===== config.mk =====
export PLATFORM = sky130hd
export DESIGN_NAME = adc_block_averager
export DESIGN_NICKNAME = d
export VERILOG_FILES = /design/src/rtl/adcavg_pkg.sv /design/src/rtl/avg_ctrl.sv /design/src/rtl/avg_datapath.sv /design/src/rtl/avg_uart_tx.sv /design/src/rtl/adc_block_averager.sv
export SDC_FILE = /design/constraint.sdc
export NUM_CORES = 1
export LEC_CHECK = 0
export ABC_AREA = 1
export CORE_UTILIZATION = 60
export CTS_CLUSTER_DIAMETER = 80
export DETAILED_ROUTE_END_ITERATION = 16
export GPL_ROUTABILITY_DRIVEN = 0
export PLACE_DENSITY = 0.88
export SLEW_MARGIN = 25
export SYNTH_ARGS = -nofsm -noshare
export SYNTH_HDL_FRONTEND = slang
export SYNTH_SLANG_ARGS = --single-unit

===== constraint.sdc =====
create_clock -name clk -period 3.3 [get_ports clk]
set_input_delay 0.495 -clock clk [delete_from_list [all_inputs] [get_ports clk]]
set_output_delay 0.495 -clock clk [all_outputs]
set_load 0.05 [all_outputs]

===== src/rtl/adcavg_pkg.sv =====
package adcavg_pkg;
  // Strobes from the sample-counting control to the averaging datapath.
  typedef struct packed {
    logic sampleTake; // accepted code that is not the last in its block
    logic blockEnd;   // accepted code that closes the block
  } ctrl_strobes_t;
endpackage


===== src/rtl/avg_ctrl.sv =====
module avg_ctrl
  import adcavg_pkg::*;
#(
  parameter int BLOCK_LEN = 300
) (
  input  logic          clk,
  input  logic          rstN,
  input  logic          sampleEn,
  output ctrl_strobes_t strobes
);
  localparam int CNT_W = $clog2(BLOCK_LEN);
  localparam logic [CNT_W-1:0] LAST_IDX = CNT_W'(BLOCK_LEN - 1);

  logic [CNT_W-1:0] sampleCnt;
  logic             isLast;

  assign isLast = (sampleCnt == LAST_IDX);

  always_comb begin
    strobes.sampleTake = sampleEn && !isLast;
    strobes.blockEnd   = sampleEn && isLast;
  end

  always_ff @(posedge clk or negedge rstN) begin
    if (!rstN) begin
      sampleCnt <= '0;
    end else if (sampleEn) begin
      sampleCnt <= isLast ? '0 : sampleCnt + 1'b1;
    end
  end

  // the position inside a block never leaves the block
  a_r4_count_bound: assert property (@(posedge clk) disable iff (!rstN)
    int'(sampleCnt) < BLOCK_LEN);

  // an idle enable leaves the block position untouched
  a_r3_idle_holds: assert property (@(posedge clk) disable iff (!rstN)
    !sampleEn |=> $stable(sampleCnt));
endmodule


===== src/rtl/avg_datapath.sv =====
module avg_datapath
  import adcavg_pkg::*;
#(
  parameter int DATA_W    = 10,
  parameter int BLOCK_LEN = 300
) (
  input  logic              clk,
  input  logic              rstN,
  input  logic [DATA_W-1:0] sampleIn,
  input  ctrl_strobes_t     strobes,
  output logic [DATA_W-1:0] avgOut,
  output logic              avgValid
);
  localparam int HALF    = BLOCK_LEN / 2;
  localparam int MAX_DIV = BLOCK_LEN * ((1 << DATA_W) - 1) + HALF;
  localparam int ACC_W   = $clog2(MAX_DIV + 1);
  localparam int REM_W   = $clog2(BLOCK_LEN) + 1;
  localparam int STEP_W  = $clog2(ACC_W);
  localparam logic [REM_W-1:0]  LEN_R     = REM_W'(BLOCK_LEN);
  localparam logic [STEP_W-1:0] LAST_STEP = STEP_W'(ACC_W - 1);

  logic [ACC_W-1:0]  acc;
  logic [ACC_W-1:0]  divQuot;   // dividend shifts out at the top, quotient enters at the bottom
  logic [REM_W-1:0]  divRem;
  logic [STEP_W-1:0] stepCnt;
  logic              divBusy;
  logic [REM_W-1:0]  trial;
  logic              fits;
  logic [REM_W-1:0]  nextRem;
  logic [ACC_W-1:0]  nextQuot;

  // Accumulator: cleared as the closing code is handed to the divider
  always_ff @(posedge clk or negedge rstN) begin
    if (!rstN) begin
      acc <= '0;
    end else if (strobes.blockEnd) begin
      acc <= '0;
    end else if (strobes.sampleTake) begin
      acc <= acc + ACC_W'(sampleIn);
    end
  end

  // One restoring-division step per cycle
  always_comb begin
    trial    = {divRem[REM_W-2:0], divQuot[ACC_W-1]};
    fits     = (trial >= LEN_R);
    nextRem  = fits ? trial - LEN_R : trial;
    nextQuot = {divQuot[ACC_W-2:0], fits};
  end

  always_ff @(posedge clk or negedge rstN) begin
    if (!rstN) begin
      divQuot  <= '0;
      divRem   <= '0;
      stepCnt  <= '0;
      divBusy  <= 1'b0;
      avgOut   <= '0;
      avgValid <= 1'b0;
    end else begin
      avgValid <= 1'b0;
      if (strobes.blockEnd) begin
        divQuot <= acc + ACC_W'(sampleIn) + ACC_W'(HALF);
        divRem  <= '0;
        stepCnt <= '0;
        divBusy <= 1'b1;
      end else if (divBusy) begin
        divQuot <= nextQuot;
        divRem  <= nextRem;
        stepCnt <= stepCnt + 1'b1;
        if (stepCnt == LAST_STEP) begin
          divBusy  <= 1'b0;
          avgOut   <= nextQuot[DATA_W-1:0];
          avgValid <= 1'b1;
        end
      end
    end
  end

  // a result is announced for a single cycle
  a_r5_single_pulse: assert property (@(posedge clk) disable iff (!rstN)
    avgValid |=> !avgValid);

  // the reported average only moves together with its pulse
  a_r5_hold_between: assert property (@(posedge clk) disable iff (!rstN)
    !avgValid |-> $stable(avgOut));

  // a block never closes while the previous quotient is in progress
  a_r4_no_overlap: assert property (@(posedge clk) disable iff (!rstN)
    strobes.blockEnd |-> !divBusy);

  // the remainder stays below the divisor during division
  a_r2_rem_bound: assert property (@(posedge clk) disable iff (!rstN)
    divBusy |-> (divRem < LEN_R));
endmodule


===== src/rtl/avg_uart_tx.sv =====
module avg_uart_tx #(
  parameter int DATA_W       = 10,
  parameter int CLKS_PER_BIT = 5208
) (
  input  logic              clk,
  input  logic              rstN,
  input  logic [DATA_W-1:0] avgIn,
  input  logic              avgValid,
  output logic              txLine
);
  localparam int WORD_W = 16;
  localparam int BAUD_W = $clog2(CLKS_PER_BIT);
  localparam logic [BAUD_W-1:0] BAUD_LAST = BAUD_W'(CLKS_PER_BIT - 1);
  localparam logic [3:0]        BIT_LAST  = 4'd9;

  logic [WORD_W-1:0] pendWord;
  logic              pendValid;
  logic              busy;
  logic [9:0]        frame;     // {stop, data[7:0], start}, bit 0 on the line
  logic [7:0]        lowByte;
  logic              onLowByte;
  logic [3:0]        bitCnt;
  logic [BAUD_W-1:0] baudCnt;
  logic              load;

  assign load   = !busy && pendValid;
  assign txLine = frame[0];

  // Single pending slot: newest average wins
  always_ff @(posedge clk or negedge rstN) begin
    if (!rstN) begin
      pendWord  <= '0;
      pendValid <= 1'b0;
    end else if (avgValid) begin
      pendWord  <= WORD_W'(avgIn);
      pendValid <= 1'b1;
    end else if (load) begin
      pendValid <= 1'b0;
    end
  end

  always_ff @(posedge clk or negedge rstN) begin
    if (!rstN) begin
      busy      <= 1'b0;
      frame     <= '1;
      lowByte   <= '0;
      onLowByte <= 1'b0;
      bitCnt    <= '0;
      baudCnt   <= '0;
    end else if (load) begin
      frame     <= {1'b1, pendWord[15:8], 1'b0};
      lowByte   <= pendWord[7:0];
      onLowByte <= 1'b0;
      bitCnt    <= '0;
      baudCnt   <= '0;
      busy      <= 1'b1;
    end else if (busy) begin
      if (baudCnt == BAUD_LAST) begin
        baudCnt <= '0;
        if (bitCnt == BIT_LAST) begin
          bitCnt <= '0;
          if (!onLowByte) begin
            frame     <= {1'b1, lowByte, 1'b0};
            onLowByte <= 1'b1;
          end else begin
            frame <= '1;
            busy  <= 1'b0;
          end
        end else begin
          frame  <= {1'b1, frame[9:1]};
          bitCnt <= bitCnt + 1'b1;
        end
      end else begin
        baudCnt <= baudCnt + 1'b1;
      end
    end
  end

  // the line rests high whenever no report is in flight
  a_r6_idle_high: assert property (@(posedge clk) disable iff (!rstN)
    !busy |-> txLine);

  // every report opens with a start bit
  a_r6_start_low: assert property (@(posedge clk) disable iff (!rstN)
    $rose(busy) |-> !txLine);

  // a fresh average always lands in the slot
  a_r8_slot_capture: assert property (@(posedge clk) disable iff (!rstN)
    avgValid |=> (pendValid && pendWord[DATA_W-1:0] == $past(avgIn)));
endmodule


===== src/rtl/adc_block_averager.sv =====
module adc_block_averager
  import adcavg_pkg::*;
#(
  parameter int DATA_W    = 10,
  parameter int BLOCK_LEN = 300,
  parameter int CLK_HZ    = 50_000_000,
  parameter int BAUD      = 9600
) (
  input  logic              clk,
  input  logic              rstN,
  input  logic              sampleEn,
  input  logic [DATA_W-1:0] sampleIn,
  output logic [DATA_W-1:0] avgOut,
  output logic              avgValid,
  output logic              txLine
);
  localparam int CLKS_PER_BIT = CLK_HZ / BAUD;

  ctrl_strobes_t strobes;

  avg_ctrl #(.BLOCK_LEN(BLOCK_LEN)) i_ctrl (
    .clk      (clk),
    .rstN     (rstN),
    .sampleEn (sampleEn),
    .strobes  (strobes)
  );

  avg_datapath #(.DATA_W(DATA_W), .BLOCK_LEN(BLOCK_LEN)) i_datapath (
    .clk      (clk),
    .rstN     (rstN),
    .sampleIn (sampleIn),
    .strobes  (strobes),
    .avgOut   (avgOut),
    .avgValid (avgValid)
  );

  avg_uart_tx #(.DATA_W(DATA_W), .CLKS_PER_BIT(CLKS_PER_BIT)) i_uart (
    .clk      (clk),
    .rstN     (rstN),
    .avgIn    (avgOut),
    .avgValid (avgValid),
    .txLine   (txLine)
  );
endmodule


# Yosys cells after proc, flatten, opt, wreduce, memory -nomap -nowiden
# Index checks and enable logic that the tools add are counted.
# totals
regBits	121
inputBits	13
out_inout_bits	12
elab_cells	82
# op_classes
n_addsub	7
n_lt_le_gt_ge	1
eq_ne	4
muxes	39
bitwise	1
reduce_logical	14
# ops
operator	count
19-bit two-way mux	4
9-bit two-way mux	6
13-bit two-way mux	3
10-bit two-way mux	3
19-bit by 10-bit adder with 19-bit output	1
19-bit by 8-bit adder with 19-bit output (second input constant)	1
1-bit two-way mux	17
4-bit two-way mux	4
13-bit by 1-bit adder with 13-bit output (second input constant)	1
13-bit equality test (second input constant)	1
2-bit nonzero test	6
10-bit by 9-bit >= comparator with 1-bit output (second input constant)	1
5-bit two-way mux	2
9-bit by 1-bit adder with 9-bit output (second input constant)	1
9-bit equality test (second input constant)	1
9-bit subtractor (second input constant)	1
3-bit AND reduction	2
5-bit by 1-bit adder with 5-bit output (second input constant)	1
5-bit equality test (second input constant)	1
4-bit by 1-bit adder with 4-bit output (second input constant)	1
4-bit equality test (second input constant)	1
1-bit logical AND	3
1-bit zero test	2
2-bit AND reduction	1
1-bit inverter	1

# Longest topological paths before layout
# Gate-level depths: netlist of run 1.
# logic_depth
depth_word	5
ltp_mapped	18
ltp_nobuf	18

# Hierarchy
# Synthesis of run 1 repeated with hierarchy kept, for this count alone.
# unflattened
cells_unflattened	926
hier_area_um2	6959.2
# by_module_without_submodules
module	instances	cells_each	area_each_um2	seq_area_each_um2
avg_datapath	1	530	3911.3	1601.5
avg_uart_tx	1	322	2506.2	1187.4
avg_ctrl	1	74	541.8	225.2

# Worst setup path after synthesis of run 1
# Ideal clock, no wire load.
# synth_timing
path_type	input -> register
startpoint	in sampleIn[0]
endpoint	reg i_datapath.divQuot[11]
setup_time_ps	124
arrival_ps	2333
t_required_ps	3176
slack_ps	843
cell_stages	12
path_buffers	0
cell_sequence	ha_1 fa_1 xnor2_1 ha_1 nand3b_1 nand2_1 nand3_1 nand2_1 nand3_1 nand2_1 a21oi_1 or2_1
# synth_between
elab_chain_cells	3
# synth_rtl
item	line	source
from (decl)	adc_block_averager.sv:12	input logic [DATA_W-1:0] sampleIn,
19-bit by 10-bit adder with 19-bit output	avg_datapath.sv:62	divQuot <= acc + ACC_W'(sampleIn) + ACC_W'(HALF);
19-bit by 8-bit adder with 19-bit output	avg_datapath.sv:62	
19-bit two-way mux	avg_datapath.sv:61	if (strobes.blockEnd) begin
to (signal assigned)	avg_datapath.sv:62	
to (signal assigned)	avg_datapath.sv:67	divQuot <= nextQuot;
to (decl)	avg_datapath.sv:23	logic [ACC_W-1:0] divQuot;
# Every way passes these cells.
# A chain may end at the register's enable or synchronous reset.

# Final worst setup path of run 1
# layout_timing
startpoint	in sampleIn[0]
endpoint	reg i_datapath.divQuot[15]
# The elaborated chain is that of the path after synthesis.

==> impl_metrics.csv, run 1 <==
group,metric,value,unit
power,irDropWorstVdd,486.2,uV
sta,rsz0062_at_grt,"no",
critical_path,start_kind,"input port",
sta,finalMaxSlewViolations,0,
global_route,overflow,0,
yosys,synth.net_count,862,
yosys,yosysTopAreaCell,"dfrtp_1",
sta,clock.fmax,371.9,MHz
detailed_routing,drt_first_pass_iters,5,
final_layout,nNetsFinal,892,
detailed_routing,drt-initial-drc-count,447,
critical_path,cp-end-kind,"flip-flop",
cts,cts_tree,"done",
critical_path,path_cells,"clkdlybuf4s50_1 > ha_1 > fa_1 > xnor2_1 > ha_1 > nand3b_1 > nand2_1 > nand3_1 > a21oi_2 > nand3_1 > o21ai_1 > nand2_1 > nand2_1",
cts,cts-resized-gates,0,
sta,layout_min_cycle_time,2.689,ns
detailed_routing,ant_nets,0,
yosys,synth_cell_type_count,48,
floorplanning,die_area,0.01130,mm^2
floorplanning,die_h,106.3,um
floorplanning,num_rows,37,
cts,htreeDepth,4,
sta,finalClockSkew,0.008710,ns
cts,cts_buffers,17,
yosys,syn_area_per_cell,7.863,um^2
sta,fin_tns_setup,0,ns
yosys,syn_inst,830,
power,power_density,928.5,mW/mm^2
hold_path,min_path_type,"in -> async",
cts,clk_pin_slew,0.06,ns
yosys,synth_edf_count,0,
sta,final.setup.worst_slack,0.6108,ns
yosys,netlist_area,0.006526,mm^2
cts,clockRootBuffer,"clkbuf_8",
critical_path,cpMostUsedCell,"nand2_1",
critical_path,crit_fanout,4,
place,pre_cts_ws,0.1381,ns
global_route,grt_use_total,28.25,%
global_route,grt_max_degree,65,
critical_path,arrival,3.15,ns
detailed_routing,avgRoutedWirePerCell,14.27,um
floorplanning,core,0.01042,mm^2
power,cellLeakagePower,3.602,nW
final_layout,area_delta_synth_final,14.65,%
flow_run,max_cap_viol_count,0,
cts,cts.sink_count,120,
final_layout,fin_area,0.007482,mm^2
critical_path,crit_required,3.77,ns
global_route,antenna_found_initial,0,
yosys,synth_seq_cells,120,
sta,fin_crit_sh,81.49,%
critical_path,worst-setup-path-type,"in -> reg",
yosys,synth.area.top_cells,"dfrtp_1 43%, nand2_1 12%, inv_1 7.9%",
outcome,outcome,"complete, no violations",
place,placed_area,0.006897,mm^2
cts,clkLatencyLatePin,0.53,ns
yosys,synth.most_common_cell,"nand2_1",
place,io_buffers,24,
place,post-dp-hpwl,9781,um
floorplanning,ios,25,
global_route,grt_pass1_vias,5586,
detailed_routing,drc,0,
sta,hold_violations,0,
yosys,synthFlopType,"dfrtp_1",
detailed_routing,vias_per_cell,5.584,
final_layout,antenna_cells,0,
sta,relSlewSlack,51.92,%
yosys,yosys.area.top_type_share,42.56,%
yosys,yosysSeqAreaShare,46.18,%
sta,setup_viol,0,
critical_path,slowest_stage,"fa_1",
global_route,grt_pass1_wl,25000,um
yosys,yosysWarnings,0,
detailed_routing,dr_total_vias,5634,
critical_path,critPathMaxStageDelay,0.44,ns
yosys,synthArstFlopShare,100.0,%
floorplanning,start_util,62.65,%
yosys,synth_top_cells_by_count,"201 x nand2_1, 138 x inv_1, 111 x dfrtp_1",
cts,cts_setup_buffers,0,
cts,clockBufferDepth,2,
sta,worst_slew_pin_slew,0.7212,ns
cts,cts_hold_buffers,0,
floorplanning,dieWidth,106.3,um
final_layout,drive_gt1_share,8.362,%
detailed_routing,totalWireLength,14400,um
-- cells in the final DEF (no fill, tap or decap), drive strengths merged, types with 2 or more instances in the layout --
cell type,Yosys,layout
o221ai,11,11
o21ai,78,78
nor3,16,16
o21bai,4,4
nand2,211,211
dfstp,9,9
or2,2,2
buf,8,6
and3,2,2
clkinv,0,6
xnor2,4,4
nor2,57,57
bufinv,0,3
clkinvlp,0,4
ha,18,18
inv,141,141
o31ai,2,2
nand3,47,47
nand3b,2,2
nor4,4,4
o22ai,29,29
a31oi,3,3
o21a,3,3
xor2,16,16
nand4,13,13
clkbuf,10,19
dfrtp,111,111
a21oi,18,18
clkdlybuf4s50,0,23
-- kinds of logic after synthesis --
group           count (synthesis)  share of synthesized area [%]
compound gates                156                          14.13
xor+xnor                       20                          2.799
fa+ha+maj                      19                          3.758
buf+inv                       159                          9.452
flops                         120                          46.18
simple gates                  356                          23.68
-- report_power, final --
| group | switching, mW | total (mW) | internal [mW] |
|---|---|---|---|
| Clock | 0.672 | 1.83 | 1.16 |
| Combinational | 1.93 | 2.87 | 0.941 |
| Sequential | 0.321 | 2.25 | 1.93 |
-- metrics by stage --
stage	power (mW)	util [%]	hold slack, ns	instances
after floorplan	4.354	-	0.1994	830
after global placement	4.954	66.21	0.4525	977
after detailed placement	5.029	66.21	0.4562	977
after CTS	6.931	71.83	0.04314	1009
after global routing	7.447	71.83	0.07442	1009
final	6.947	71.83	0.02484	1009
-- area by class of cell --
class / instances / area (um^2)
fill: 801 / 2934
timing repair buffer: 29 / 287.8
clock buffer: 19 / 431.7
clock inverter: 13 / 153.9
multi-input combinational: 551 / 2895
sequential: 120 / 3014
tap: 136 / 170.2
inverter: 141 / 529.3
-- registers in the layout, summed over array words and instances, names as in the netlist, 4 cells and up --
| signal | flops |
|---|---|
| i_uart.frame | 9 |
| i_datapath.divQuot | 19 |
| i_uart.lowByte | 8 |
| i_uart.pendWord | 10 |
| i_ctrl.sampleCnt | 9 |
| i_datapath.divRem | 9 |
| i_datapath.stepCnt | 5 |
| i_datapath.avgOut | 10 |
| i_uart.baudCnt | 13 |
| i_uart.bitCnt | 4 |
| i_datapath.acc | 19 |
-- path summary, 6_finish.rpt --
path / slack (ns) / endpoint / cells after the start / from
max: 0.61 / i_datapath.divQuot[15]$_DFFE_PN0P_ / 13 / sampleIn[0]
max reg2reg: 0.67 / i_datapath.divQuot[15]$_DFFE_PN0P_ / 12 / i_datapath.acc[0]$_DFFE_PN0P_
max in group asynchronous: 2.48 / i_ctrl.sampleCnt[2]$_DFFE_PN0P_ / 2 / rstN
min in group clk: 0.46 / i_uart.frame[8]$_DFFE_PN1P_ / 2 / i_uart.frame[8]$_DFFE_PN1P_
min reg2reg: 0.46 / i_uart.frame[8]$_DFFE_PN1P_ / 2 / i_uart.frame[8]$_DFFE_PN1P_
min: 0.02 / i_uart.pendWord[3]$_DFFE_PN0P_ / 1 / rstN
-- critical path, delay by kind of cell --
kind	cells	cell delay, ns
compound gates	2	0.39
xor+xnor	1	0.18
fa+ha+maj	3	0.92
buf+inv	1	0.43
simple gates	6	0.74
-- routing by layer --
| layer | vias up | share of wire (%) | global-route usage [%] |
|---|---|---|---|
| li1 | 2768 | - | - |
| met1 | 2683 | 44 | 34.74 |
| met2 | 150 | 50 | 47.91 |
| met3 | 33 | 4.8 | 6.990 |
| met4 | 0 | 2.0 | 10.71 |
| met5 | - | 0 | 0 |
(Power assumes the default switching activity.)
==> run 2, diff against run 1 <==
- clock period: 3.3 -> 2.5 ns (I/O delays scaled with it)
==> run 2 against run 1 <==
The flow now finishes with violations (negative setup slack). Sequential share of layout area is 3.0 points lower. Total power rose by 53%. Register-to-register slack lost 0.68 ns. Count of clock-buffer cells in the layout shrank 2. Critical endpoint is now i_datapath.divQuot[16]$_DFFE_PN0P_. Flip-flop and latch count did not move. First-iteration DRC count up 20%. Clock skew is 0.00051 ns lower. Utilization is 5.9 points higher. Sequential power increased by 33%. Cell count up 5.9%. Non-clock buffer count up 60.
==> impl_metrics.csv, run 2 (same netlist as run 1, synthesis figures left out) <==
group,metric,value,unit
critical_path,ff2ff_setup_slack,-0.009,ns
power,power_switching,4.493,mW
detailed_routing,avgRoutedWirePerCell,15.83,um
sta,worst_slew_pin_slew,0.6845,ns
place,numPlacedInstances,1030,
power,power_density,1310,mW/mm^2
floorplanning,num_rows,37,
sta,layout_min_cycle_time,2.509,ns
sta,finalMaxSlewViolations,0,
floorplanning,dieWidth,106.3,um
detailed_routing,drt-initial-drc-count,535,
detailed_routing,dr_total_vias,6063,
cts,clk_pin_slew,0.06,ns
cts,cts_tree,"done",
floorplanning,start_util,62.65,%
power,seqPwrFrac,28.3,%
global_route,grt_use_total,31.06,%
critical_path,start_kind,"flip-flop",
place,io_buffers,24,
cts,clockBufferDepth,2,
sta,hold_violations,0,
sta,finalClockSkew,0.008203,ns
power,power_frac_clock,23.7,%
global_route,grt_pass1_vias,5906,
detailed_routing,drt_first_pass_iters,8,
hold_path,min_path_type,"in -> async",
global_route,overflow,0,
final_layout,nNetsFinal,952,
cts,cts.sink_count,120,
cts,clockRootBuffer,"clkbuf_8",
detailed_routing,totalWireLength,16930,um
final_layout,layout_common_cells,"195 x nand2_1, 137 x inv_1, 111 x dfrtp_1",
power,irDropWorstVdd,923.9,uV
sta,whs,0.4217,ns
final_layout,layout_commonest_cell,"nand2_1",
detailed_routing,drc,0,
critical_path,cp-end-kind,"flip-flop",
final_layout,area_delta_synth_final,24.00,%
critical_path,reg2regPathDepth,15,
floorplanning,ios,25,
sta,final.setup.worst_slack,-0.008826,ns
critical_path,crit_fanout,5,
global_route,grt_max_degree,52,
outcome,outcome,"finished, violations left",
global_route,grt_pass1_wl,27090,um
cts,clkLatencyLatePin,0.54,ns
final_layout,top_regs,"i_datapath.acc: 19 flops, i_datapath.divQuot: 19 flops, i_uart.baudCnt: 13 flops",
place,pre_cts_ws,-0.4904,ns
power,internal-power,6.110,mW
critical_path,crit_required,2.97,ns
detailed_routing,vias_per_cell,5.672,
global_route,antenna_found_initial,0,
power,pwr-share-comb,48.0,%
critical_path,worst-setup-path-type,"reg -> reg",
sta,relSlewSlack,54.26,%
sta,rsz0062_at_grt,"yes",
final_layout,antenna_cells,0,
cts,cts_buffers,17,
final_layout,final-instance-count-excl-fill,1069,
place,post-dp-hpwl,10830,um
critical_path,arrival,2.98,ns
critical_path,worst_r2r_endpoint,"i_datapath.divQuot[16]$_DFFE_PN0P_",
final_layout,drive_gt1_share,16.51,%
floorplanning,die_h,106.3,um
critical_path,reg2reg_from,"i_datapath.acc[0]$_DFFE_PN0P_",
floorplanning,die_area,0.01130,mm^2
power,cellLeakagePower,3.926,nW
sta,fin_crit_sh,100.4,%
sta,clock.fmax,398.6,MHz
power,power,10.60,mW
floorplanning,core,0.01042,mm^2
cts,htreeDepth,4,
flow_run,max_cap_viol_count,0,
final_layout,fill_cells,690,
power,switching_share,42.38,%
detailed_routing,ant_nets,0,
sta,setup_viol,3,
outcome,violations,"negative setup slack",
run 2: area by class of cell:
type | count | area, um^2 | area share (%)
clock buffers | 17 | 414.1 | 5.118
clock inverters | 15 | 192.7 | 2.381
inverters | 141 | 529.3 | 6.540
multi-input cells | 551 | 3019 | 37.31
flip-flops and latches | 120 | 3014 | 37.24
well taps | 136 | 170.2 | 2.103
repair buffers | 89 | 753.2 | 9.307
run 2: worst max-delay path by stage:
stage	startpoint	endpoint	slack, ns	cells past startpoint
after global routing	i_datapath.acc[0]$_DFFE_PN0P_	i_datapath.divQuot[15]$_DFFE_PN0P_	-0.15	14
final	i_datapath.acc[0]$_DFFE_PN0P_	i_datapath.divQuot[16]$_DFFE_PN0P_	-0.009	15
after CTS	i_datapath.acc[0]$_DFFE_PN0P_	i_datapath.divQuot[11]$_DFFE_PN0P_	0.01	12
after detailed placement	sampleIn[0]	i_datapath.divQuot[17]$_DFFE_PN0P_	-0.49	14
after floorplan	sampleIn[0]	i_datapath.divQuot[11]$_DFFE_PN0P_	0.16	12
after global placement	sampleIn[0]	i_datapath.divQuot[17]$_DFFE_PN0P_	-0.44	14
run 2: critical path, stage by stage (launching register included):
cell      delay (ns)
dfrtp_1         0.43
ha_4            0.19
fa_2            0.53
inv_1           0.07
buf_4           0.14
nand2_1         0.10
nand3_2         0.11
nand2_2         0.09
nand3_2         0.14
nand2_4         0.14
nand2_2         0.08
nor2_4          0.14
nand2_1         0.06
nand2_1         0.06
nand2_1         0.06
o21bai_2        0.10
run 2: power by group through the flow:
| stage | Sequential [mW] | Clock, mW | Combinational [mW] |
|---|---|---|---|
| finish | 3.00 | 2.51 | 5.09 |
| global route | 3.06 | 2.60 | 5.57 |
| CTS | 2.97 | 2.52 | 4.58 |
| detailed placement | 2.98 | 0 | 4.44 |
| global placement | 2.95 | 0 | 4.30 |
| floorplan | 3.10 | 0 | 2.65 |
run 2: what timing repair did:
action / in CTS / in global routing
hold buffers: 1 / 0
hold endpoints to repair: 40 / 0
gates resized for setup: 5 / 24
setup buffers: 0 / 6
setup endpoints to repair: 8 / 13
pin swaps: 0 / 7
cloned: 0 / 0
run 2: layer usage:
metal  vias up  global-route usage (%)  wire [um]
li1       2903                       -          -
met1      2839                   36.14       6655
met2       241                   54.55       8584
met3        80                   5.825        951
met4         0                   15.77        734
met5         -                       0          0
run 2: per-stage QoR:
step | cell area (um^2) | setup TNS, ns | util (%)
4_1_cts | 7940 | 0 | 76.23
6_report | 8093 | -0.01303 | 77.69
5_1_grt | 8093 | -1.073 | 77.69
3_5_place_dp | 7307 | -6.488 | 70.15
2_1_floorplan | 6526 | 0 | -
3_3_place_gp | 7307 | -5.517 | 70.15
